**src/rtl/srp_pkg.sv**
```systemverilog
package srp_pkg;
   localparam int WORD_W   = 32;
   localparam int MEM_STEP = 4;
   localparam int REG_STEP = 1;

   typedef enum logic [2:0] {
      SEL_MEM_ADDR_LO = 3'd0,
      SEL_MEM_ADDR_HI = 3'd1,
      SEL_MEM_CNT     = 3'd2,
      SEL_REG_ADDR    = 3'd3,
      SEL_REG_CNT     = 3'd4
   } cfg_sel_e;
endpackage

```
**src/rtl/srp_cursor.sv**
```systemverilog
// Address/count pair that steps by STEP while the count is nonzero.
module srp_cursor #(
   parameter int ADDR_W = 64,
   parameter int CNT_W  = 32,
   parameter int STEP   = 4
) (
   input  logic              clk,
   input  logic              rst_n,
   input  logic              adv,
   input  logic              wr_lo,
   input  logic              wr_hi,
   input  logic              wr_cnt,
   input  logic [31:0]       wdata,
   output logic [ADDR_W-1:0] addr,
   output logic [CNT_W-1:0]  cnt
);
   localparam logic [ADDR_W-1:0] STEP_V = ADDR_W'(STEP);

   if (ADDR_W < 1 || ADDR_W > 64) begin : g_bad_addr_w
      $error("srp_cursor: ADDR_W must be 1..64");
   end
   if (CNT_W < 1 || CNT_W > 32) begin : g_bad_cnt_w
      $error("srp_cursor: CNT_W must be 1..32");
   end

   logic              any_wr;
   logic              fire;
   logic [ADDR_W-1:0] addr_wval;

   assign any_wr = wr_lo | wr_hi | wr_cnt;
   assign fire   = adv && (cnt != '0) && !any_wr;

   if (ADDR_W > 32) begin : g_split
      assign addr_wval = {wr_hi ? wdata[ADDR_W-33:0] : addr[ADDR_W-1:32],
                          wr_lo ? wdata              : addr[31:0]};
   end else begin : g_flat
      assign addr_wval = wr_lo ? wdata[ADDR_W-1:0] : addr;
   end

   always_ff @(posedge clk) begin
      if (!rst_n) begin
         addr <= '0;
         cnt  <= '0;
      end else begin
         if (wr_cnt)
            cnt <= wdata[CNT_W-1:0];
         else if (fire)
            cnt <= cnt - 1'b1;

         if (wr_lo || wr_hi)
            addr <= addr_wval;
         else if (fire)
            addr <= addr + STEP_V;
      end
   end
endmodule

```
**src/rtl/srp_out_stage.sv**
```systemverilog
// Output timing variant: pass-through or one register stage.
module srp_out_stage #(
   parameter int LATENCY = 1,
   parameter int W       = 32
) (
   input  logic         clk,
   input  logic         rst_n,
   input  logic         rd,
   input  logic [W-1:0] din,
   output logic         valid,
   output logic [W-1:0] dout
);
   if (LATENCY != 0 && LATENCY != 1) begin : g_bad_lat
      $error("srp_out_stage: LATENCY must be 0 or 1");
   end

   if (LATENCY == 0) begin : g_comb
      assign valid = rd;
      assign dout  = din;
   end else begin : g_reg
      always_ff @(posedge clk) begin
         if (!rst_n) begin
            valid <= 1'b0;
            dout  <= '0;
         end else begin
            valid <= rd;
            if (rd)
               dout <= din;
         end
      end
   end
endmodule

```
**src/rtl/stream_read_ports.sv**
```systemverilog
module stream_read_ports
   import srp_pkg::*;
#(
   parameter int MEM_ADDR_W = 64,
   parameter int REG_ADDR_W = 16,
   parameter int CNT_W      = 32,
   parameter int REG_DEPTH  = 4096,
   parameter int LATENCY    = 1
) (
   input  logic                  clk,
   input  logic                  rst_n,
   input  logic                  cfg_we,
   input  logic [2:0]            cfg_sel,
   input  logic [31:0]           cfg_wdata,
   output logic [31:0]           cfg_rdata,
   input  logic                  mem_rd,
   output logic [MEM_ADDR_W-1:0] mem_bus_addr,
   input  logic [31:0]           mem_bus_rdata,
   output logic                  mem_data_valid,
   output logic [31:0]           mem_data,
   input  logic                  reg_rd,
   output logic [REG_ADDR_W-1:0] reg_bus_idx,
   input  logic [31:0]           reg_bus_rdata,
   output logic                  reg_data_valid,
   output logic [31:0]           reg_data
);
   localparam int REG_SPACE = 1 << REG_ADDR_W;

   if (MEM_ADDR_W <= 32 || MEM_ADDR_W > 64) begin : g_bad_mem_w
      $error("stream_read_ports: MEM_ADDR_W must be 33..64");
   end
   if (REG_ADDR_W < 1 || REG_ADDR_W > 30) begin : g_bad_reg_w
      $error("stream_read_ports: REG_ADDR_W must be 1..30");
   end
   if (REG_DEPTH < 1 || REG_DEPTH > REG_SPACE) begin : g_bad_depth
      $error("stream_read_ports: REG_DEPTH out of range");
   end

   logic [MEM_ADDR_W-1:0] mem_addr;
   logic [CNT_W-1:0]      mem_cnt;
   logic [REG_ADDR_W-1:0] reg_addr;
   logic [CNT_W-1:0]      reg_cnt;
   logic                  reg_in_range;
   logic [31:0]           reg_src;

   // control write decode
   logic wr_mlo, wr_mhi, wr_mcnt, wr_radr, wr_rcnt;
   assign wr_mlo  = cfg_we && (cfg_sel == SEL_MEM_ADDR_LO);
   assign wr_mhi  = cfg_we && (cfg_sel == SEL_MEM_ADDR_HI);
   assign wr_mcnt = cfg_we && (cfg_sel == SEL_MEM_CNT);
   assign wr_radr = cfg_we && (cfg_sel == SEL_REG_ADDR);
   assign wr_rcnt = cfg_we && (cfg_sel == SEL_REG_CNT);

   srp_cursor #(.ADDR_W(MEM_ADDR_W), .CNT_W(CNT_W), .STEP(MEM_STEP)) u_mem_cur (
      .clk    (clk),
      .rst_n  (rst_n),
      .adv    (mem_rd),
      .wr_lo  (wr_mlo),
      .wr_hi  (wr_mhi),
      .wr_cnt (wr_mcnt),
      .wdata  (cfg_wdata),
      .addr   (mem_addr),
      .cnt    (mem_cnt)
   );

   srp_cursor #(.ADDR_W(REG_ADDR_W), .CNT_W(CNT_W), .STEP(REG_STEP)) u_reg_cur (
      .clk    (clk),
      .rst_n  (rst_n),
      .adv    (reg_rd),
      .wr_lo  (wr_radr),
      .wr_hi  (1'b0),
      .wr_cnt (wr_rcnt),
      .wdata  (cfg_wdata),
      .addr   (reg_addr),
      .cnt    (reg_cnt)
   );

   assign mem_bus_addr = mem_addr;
   assign reg_bus_idx  = reg_addr;

   // register-space range limit
   if (REG_DEPTH >= REG_SPACE) begin : g_full_space
      assign reg_in_range = 1'b1;
   end else begin : g_part_space
      assign reg_in_range = reg_addr < REG_ADDR_W'(REG_DEPTH);
   end
   assign reg_src = reg_in_range ? reg_bus_rdata : '0;

   srp_out_stage #(.LATENCY(LATENCY), .W(WORD_W)) u_mem_out (
      .clk   (clk),
      .rst_n (rst_n),
      .rd    (mem_rd),
      .din   (mem_bus_rdata),
      .valid (mem_data_valid),
      .dout  (mem_data)
   );

   srp_out_stage #(.LATENCY(LATENCY), .W(WORD_W)) u_reg_out (
      .clk   (clk),
      .rst_n (rst_n),
      .rd    (reg_rd),
      .din   (reg_src),
      .valid (reg_data_valid),
      .dout  (reg_data)
   );

   // control read-back
   always_comb begin
      cfg_rdata = '0;
      case (cfg_sel)
         SEL_MEM_ADDR_LO: cfg_rdata = mem_addr[31:0];
         SEL_MEM_ADDR_HI: cfg_rdata = 32'(mem_addr[MEM_ADDR_W-1:32]);
         SEL_MEM_CNT:     cfg_rdata = 32'(mem_cnt);
         SEL_REG_ADDR:    cfg_rdata = 32'(reg_addr);
         SEL_REG_CNT:     cfg_rdata = 32'(reg_cnt);
         default:         cfg_rdata = '0;
      endcase
   end
endmodule

```
**config.mk**
```make
export PLATFORM = sky130hd
export DESIGN_NAME = stream_read_ports
export DESIGN_NICKNAME = d
export VERILOG_FILES = /design/src/rtl/srp_pkg.sv /design/src/rtl/srp_cursor.sv /design/src/rtl/srp_out_stage.sv /design/src/rtl/stream_read_ports.sv
export SDC_FILE = /design/constraint.sdc
export NUM_CORES = 1
export LEC_CHECK = 0
export ABC_AREA = 0
export BUFFER_PORTS_ARGS = -buffer_cell sky130_fd_sc_hd__buf_2
export CAP_MARGIN = 15
export CELL_PAD_IN_SITES_DETAIL_PLACEMENT = 1
export CELL_PAD_IN_SITES_GLOBAL_PLACEMENT = 1
export CORE_ASPECT_RATIO = 0.6
export CORE_UTILIZATION = 40
export CTS_CLUSTER_SIZE = 16
export DETAILED_ROUTE_END_ITERATION = 7
export PLACE_DENSITY = 0.85
export SETUP_SLACK_MARGIN = 0.02
export SYNTH_ARGS = -nofsm -noshare
export SYNTH_HDL_FRONTEND = slang
export SYNTH_SLANG_ARGS = --single-unit
```
**constraint.sdc**
```tcl
create_clock -name clk -period 3.6 [get_ports clk]
set_clock_uncertainty 0.15 [all_clocks]
set_input_delay 0.72 -clock clk [delete_from_list [all_inputs] [get_ports clk]]
set_output_delay 0.72 -clock clk [all_outputs]
set_load 0.01 [all_outputs]
```
* Word level (Yosys, flattened, before mapping)
Cells that the tools add are included.
** Word-level totals
- Flip-flop bits (word level) :: 210
** Operators by class
- Mux-type cells :: 12
- Magnitude comparators :: 1
- Add/subtract/negate cells :: 4
- Eq/ne operators :: 6
- Reductions and logical operators :: 21
- Bitwise operators :: 3
** Operators by type and width (count)
- 32-bit two-way mux :: 7
- 32-bit one-hot mux with 5 select lines :: 1
- 64-bit two-way mux :: 2
- 64-bit by 3-bit adder with 64-bit output, second input constant :: 1
- 32-bit nonzero test :: 2
- 32-bit by 1-bit subtractor with 32-bit output, second input constant :: 2
- 16-bit two-way mux :: 2
- 16-bit by 1-bit adder with 16-bit output, second input constant :: 1
- 16-bit by 13-bit less-than comparator with 1-bit output, second input constant :: 1
- 1-bit logical AND :: 9
- 2-bit nonzero test :: 4
- 3-bit by 2-bit equality test with 1-bit output, second input constant :: 2
- 2-bit by 1-bit != test with 1-bit output, second input constant :: 2
- 2-bit AND reduction :: 2
- 3-bit by 1-bit equality test with 1-bit output, second input constant :: 1
- 3-bit equality test, second input constant :: 1
- 3-bit zero test :: 1
- 1-bit OR :: 3
- 1-bit zero test :: 2
- 1-bit logical OR :: 1

* Depth between registers and ports, before layout
- Depth in word-level cells :: 8
- Depth in mapped cells :: 10
- Mapped depth without buffers :: 8

* Cells and area by module
Synthesis repeated with hierarchy kept, for this count alone.
** Second synthesis, totals
- Cells, all modules :: 1627
- Area, all modules :: 13168.9 um^2
** Modules (own cells, without submodules)
- srp_cursor at u_mem_cur :: times used 1, area each 5979.5 um^2, cells each 812, seq. area each 1921.8 um^2
- srp_cursor at u_reg_cur :: times used 1, area each 3019.1 um^2, cells each 389, seq. area each 960.9 um^2
- srp_out_stage :: times used 2, area each 1270.0 um^2, cells each 105, seq. area each 660.6 um^2
- stream_read_ports :: times used 1, area each 1630.3 um^2, cells each 216, seq. area each 0.0 um^2

* Least setup slack after synthesis
OpenSTA, ideal clock, no wires.
- Path type :: input port to output port
- Start :: in cfg_sel[0]
- End :: out cfg_rdata[10]
- Path buffers :: 3
- Data required time :: 2.730 ns
- Arrival :: 2.236 ns
- Path slack :: 0.494 ns
- Cell stages on the path :: 6
- Path through :: clkbuf_1 -> clkbuf_1 -> clkbuf_1 -> mux2_2 -> a22oi_1 -> o22ai_1
** Between the ends
- Longest elaborated chain between the ends :: 2
** RTL lines
- from (decl) :: RTL line stream_read_ports.sv:13 : input logic [2:0] cfg_sel,
- 3-bit equality test, or another cell as far along :: RTL line stream_read_ports.sv:110 : case (cfg_sel)
- 32-bit one-hot mux with 5 select lines * :: RTL line stream_read_ports.sv:110
- to (decl) :: RTL line stream_read_ports.sv:15 : output logic [31:0] cfg_rdata,
Every way passes the cells marked *; elsewhere a longest branch is shown, timed or not.

* Final worst setup path
- Start :: in cfg_sel[2]
- End :: out cfg_rdata[21]
The elaborated chain is that of the path after synthesis.

==> metrics.txt <==
EDFF count, synth 0; H-Tree Depth 1; synth unique cells 78; # clock sinks 210; power per cell area 527 nW/um^2; area added between synthesis and finish 23.0%; Register Area 4200 um^2; clk_lat worst skew 550 ps; fmax 0.273 GHz; Post-route DRC 0; Post-Synthesis Cells 1,607; Detailed Route WL 61,400 um; total gr overflow 0; Die Area 31,200 um^2; FFs w/ async S/R, synth 0; Critical R2R Launch u_mem_cur.addr[15]$_SDFFE_PN0P_; Primary FF master, synth dfxtp_1; Worst R2R End u_mem_cur.addr[61]$_SDFFE_PN0P_; largest net degree at the start of global routing 90; CTS max path bufs 3; Post-DP Area 14,300 um^2; post-route cell area 15,000 um^2; hold slack 256 ps; CP required 2730 ps; Hold Fails Final Rpt 0; Yosys reg bits 210; register area share after synthesis 0.344; R2R Setup Slk 320 ps; number of core rows 49; Setup crit end cfg_rdata[21]; CTS tree yes; max_slew headroom 0.363; Placeable Area 30,000 um^2; Critical path origin cfg_sel[2]; Final Critical Period 3660 ps; number of global-route vias before repair 14,075; synthesized cell area 12,200 um^2; FILL cells 3,763; Post-CTS Hold Buffers 0; R2R depth 6; Worst Slack Setup Final -64.5 ps; Peak VDD IR 0.405 mV; Clk pin slew, worst setup/hold paths 60 ps; CTS Buf Count 23; Least-Margin Pin Slew 946 ps; dpl hpwl 45,500 um; drt initial violations 1,805; post-layout util 0.501; status finished with violations; Final GP Congestion 1.01; GR Util All Layers 0.386; area of the multi-input gates 7490 um^2; P_leak 6.06 nW; Setup TNS -132 ps; max cap viols 0; Die Ht 137 um; RSZ-0062 raised after global routing yes; crit end category output pin; Routed WL per cell 26.9 um; Layout Nets 1,965; fin. max-slew vios 0; via count 14,848; Ports 282; failing checks negative setup slack; WS Path Type in2out; Root Driver clkbuf_16; Max FO, Critical Path 23; crit path DAT 2790 ps; effective utilization at floorplan 0.407; Tcrit/Tclk final 1.02; synthesis warning total 0; CP Launch Type input pin; port bufs 281; Mapped Nets 1,715; ratio of cells with drive above 1 in the final layout 0.240; pre-CTS setup slack 80.6 ps; count of final setup violators 4; Post-CTS Setup Bufs 0; first-pass GRT wire length 90,400 um; Hold Crit Class in2reg; DR vias/cell 6.51; Mean Syn Cell Area 7.60 um^2; antenna violations before repair 3; Die Wd 228 um; Antenna Nets Post-Route 0; 1st-pass router iterations 6
==> metrics by stage <==
| step | std cells | total power, W |
|---|---|---|
| finish | 2282 | 0.00791 |
| global placement | 2240 | 0.00523 |
| detailed placement | 2240 | 0.00533 |
| global route | 2281 | 0.00819 |
| CTS | 2281 | 0.00781 |
| floorplan | 1607 | 0.00434 |
==> worst min-delay path by stage <==
stage,depth (start not counted),slack [ps],endpoint,from
floorplan,2,290,u_reg_cur.cnt[14]$_SDFFE_PN0P_,u_reg_cur.cnt[14]$_SDFFE_PN0P_
global placement,2,320,u_mem_out.dout[28]$_SDFFE_PN0P_,u_mem_out.dout[28]$_SDFFE_PN0P_
detailed placement,2,330,u_mem_out.dout[27]$_SDFFE_PN0P_,u_mem_out.dout[27]$_SDFFE_PN0P_
CTS,3,250,u_reg_out.dout[0]$_SDFFE_PN0P_,reg_bus_rdata[0]
global route,3,280,u_reg_out.dout[19]$_SDFFE_PN0P_,reg_bus_rdata[19]
finish,3,260,u_reg_out.dout[27]$_SDFFE_PN0P_,reg_bus_rdata[27]
==> logic make-up (layout without fill, tap and decap cells) <==
| logic type | Yosys count | after routing | synth area share |
|---|---|---|---|
| simple gates | 659 | 659 | 0.266 |
| compound gates | 508 | 508 | 0.271 |
| flops | 210 | 210 | 0.344 |
| buf+inv | 143 | 409 | 0.0462 |
| mux | 67 | 67 | 0.0567 |
| xor+xnor | 16 | 16 | 0.0115 |
| fa+ha+maj | 4 | 4 | 0.00410 |
| other cells | 0 | 1 | 0 |
==> Yosys cell counts (14+ instances only) <==
| library cell | number | area share |
|---|---|---|
| a22oi_1 | 38 | 0.023 |
| nor3_1 | 39 | 0.016 |
| nand2_1 | 161 | 0.049 |
| nor2_1 | 192 | 0.059 |
| inv_1 | 14 | 0.0043 |
| a31oi_1 | 33 | 0.017 |
| o22ai_1 | 23 | 0.012 |
| nor4_1 | 23 | 0.012 |
| nand3_1 | 61 | 0.025 |
| o31ai_1 | 16 | 0.0098 |
| o221a_2 | 15 | 0.014 |
| nand4_1 | 35 | 0.018 |
| o21ai_0 | 89 | 0.036 |
| clkbuf_1 | 103 | 0.032 |
| dfxtp_1 | 210 | 0.34 |
| or3_1 | 20 | 0.010 |
| and3_1 | 26 | 0.013 |
| mux2i_1 | 53 | 0.043 |
| o21a_1 | 21 | 0.013 |
| a21oi_1 | 162 | 0.066 |
| nor2b_1 | 33 | 0.017 |
==> layout make-up <==
cell class / instances / share of cell area
Timing Repair Buffer: 353 / 0.133
Multi-Input combinational cell: 1254 / 0.498
Clock buffer: 30 / 0.0427
Sequential cell: 210 / 0.280
Tap cell: 408 / 0.0340
Inverter: 15 / 0.00392
Clock inverter: 11 / 0.00766
Antenna cell: 1 / 0.000167
==> layout by cell type (no fill, tap or decap), drive strengths merged, types with 38 or more instances in the layout <==
cell type,n
dfxtp,210
nor3,40
o21ai,93
nor2,192
buf,353
a21oi,164
nand2,161
nand3,61
a22oi,38
mux2i,53
==> report_power, final <==
| group | internal (W) | switching, W | total [W] |
|---|---|---|---|
| clock network | 0.00140 | 0.00108 | 0.00249 |
| registers | 0.00256 | 0.000391 | 0.00295 |
| logic | 0.000890 | 0.00159 | 0.00248 |
==> flip-flops by register name, summed over array words and instances, names as in the netlist <==
name and count:
u_mem_cur.addr 64, u_mem_cur.cnt 32, u_mem_out.dout 32, u_mem_out.valid 1, u_reg_cur.addr 16, u_reg_cur.cnt 32
u_reg_out.dout 32, u_reg_out.valid 1
==> critical path, cell delays in order <==
cell and delay (ps):
buf_2 360, buf_6 340, mux2i_1 730, nor2_1 160, a21oi_1 200, o21ai_0 100, buf_2 150
==> repair_timing <==
action,in CTS,in global routing
resized for setup,0,2
endpoints found under the setup margin,0,8
hold endpoints to repair,0,0
==> metal layers <==
metal	vias to the layer above	global-route usage	routed length (um)	share of wire
met5	-	0	11	0.00018
met4	2	0.125	2080	0.034
met3	141	0.157	9080	0.15
met2	903	0.539	24600	0.40
met1	7322	0.533	25700	0.42
li1	6480	-	-	-
Note: power is estimated with default switching activity, not from simulation.
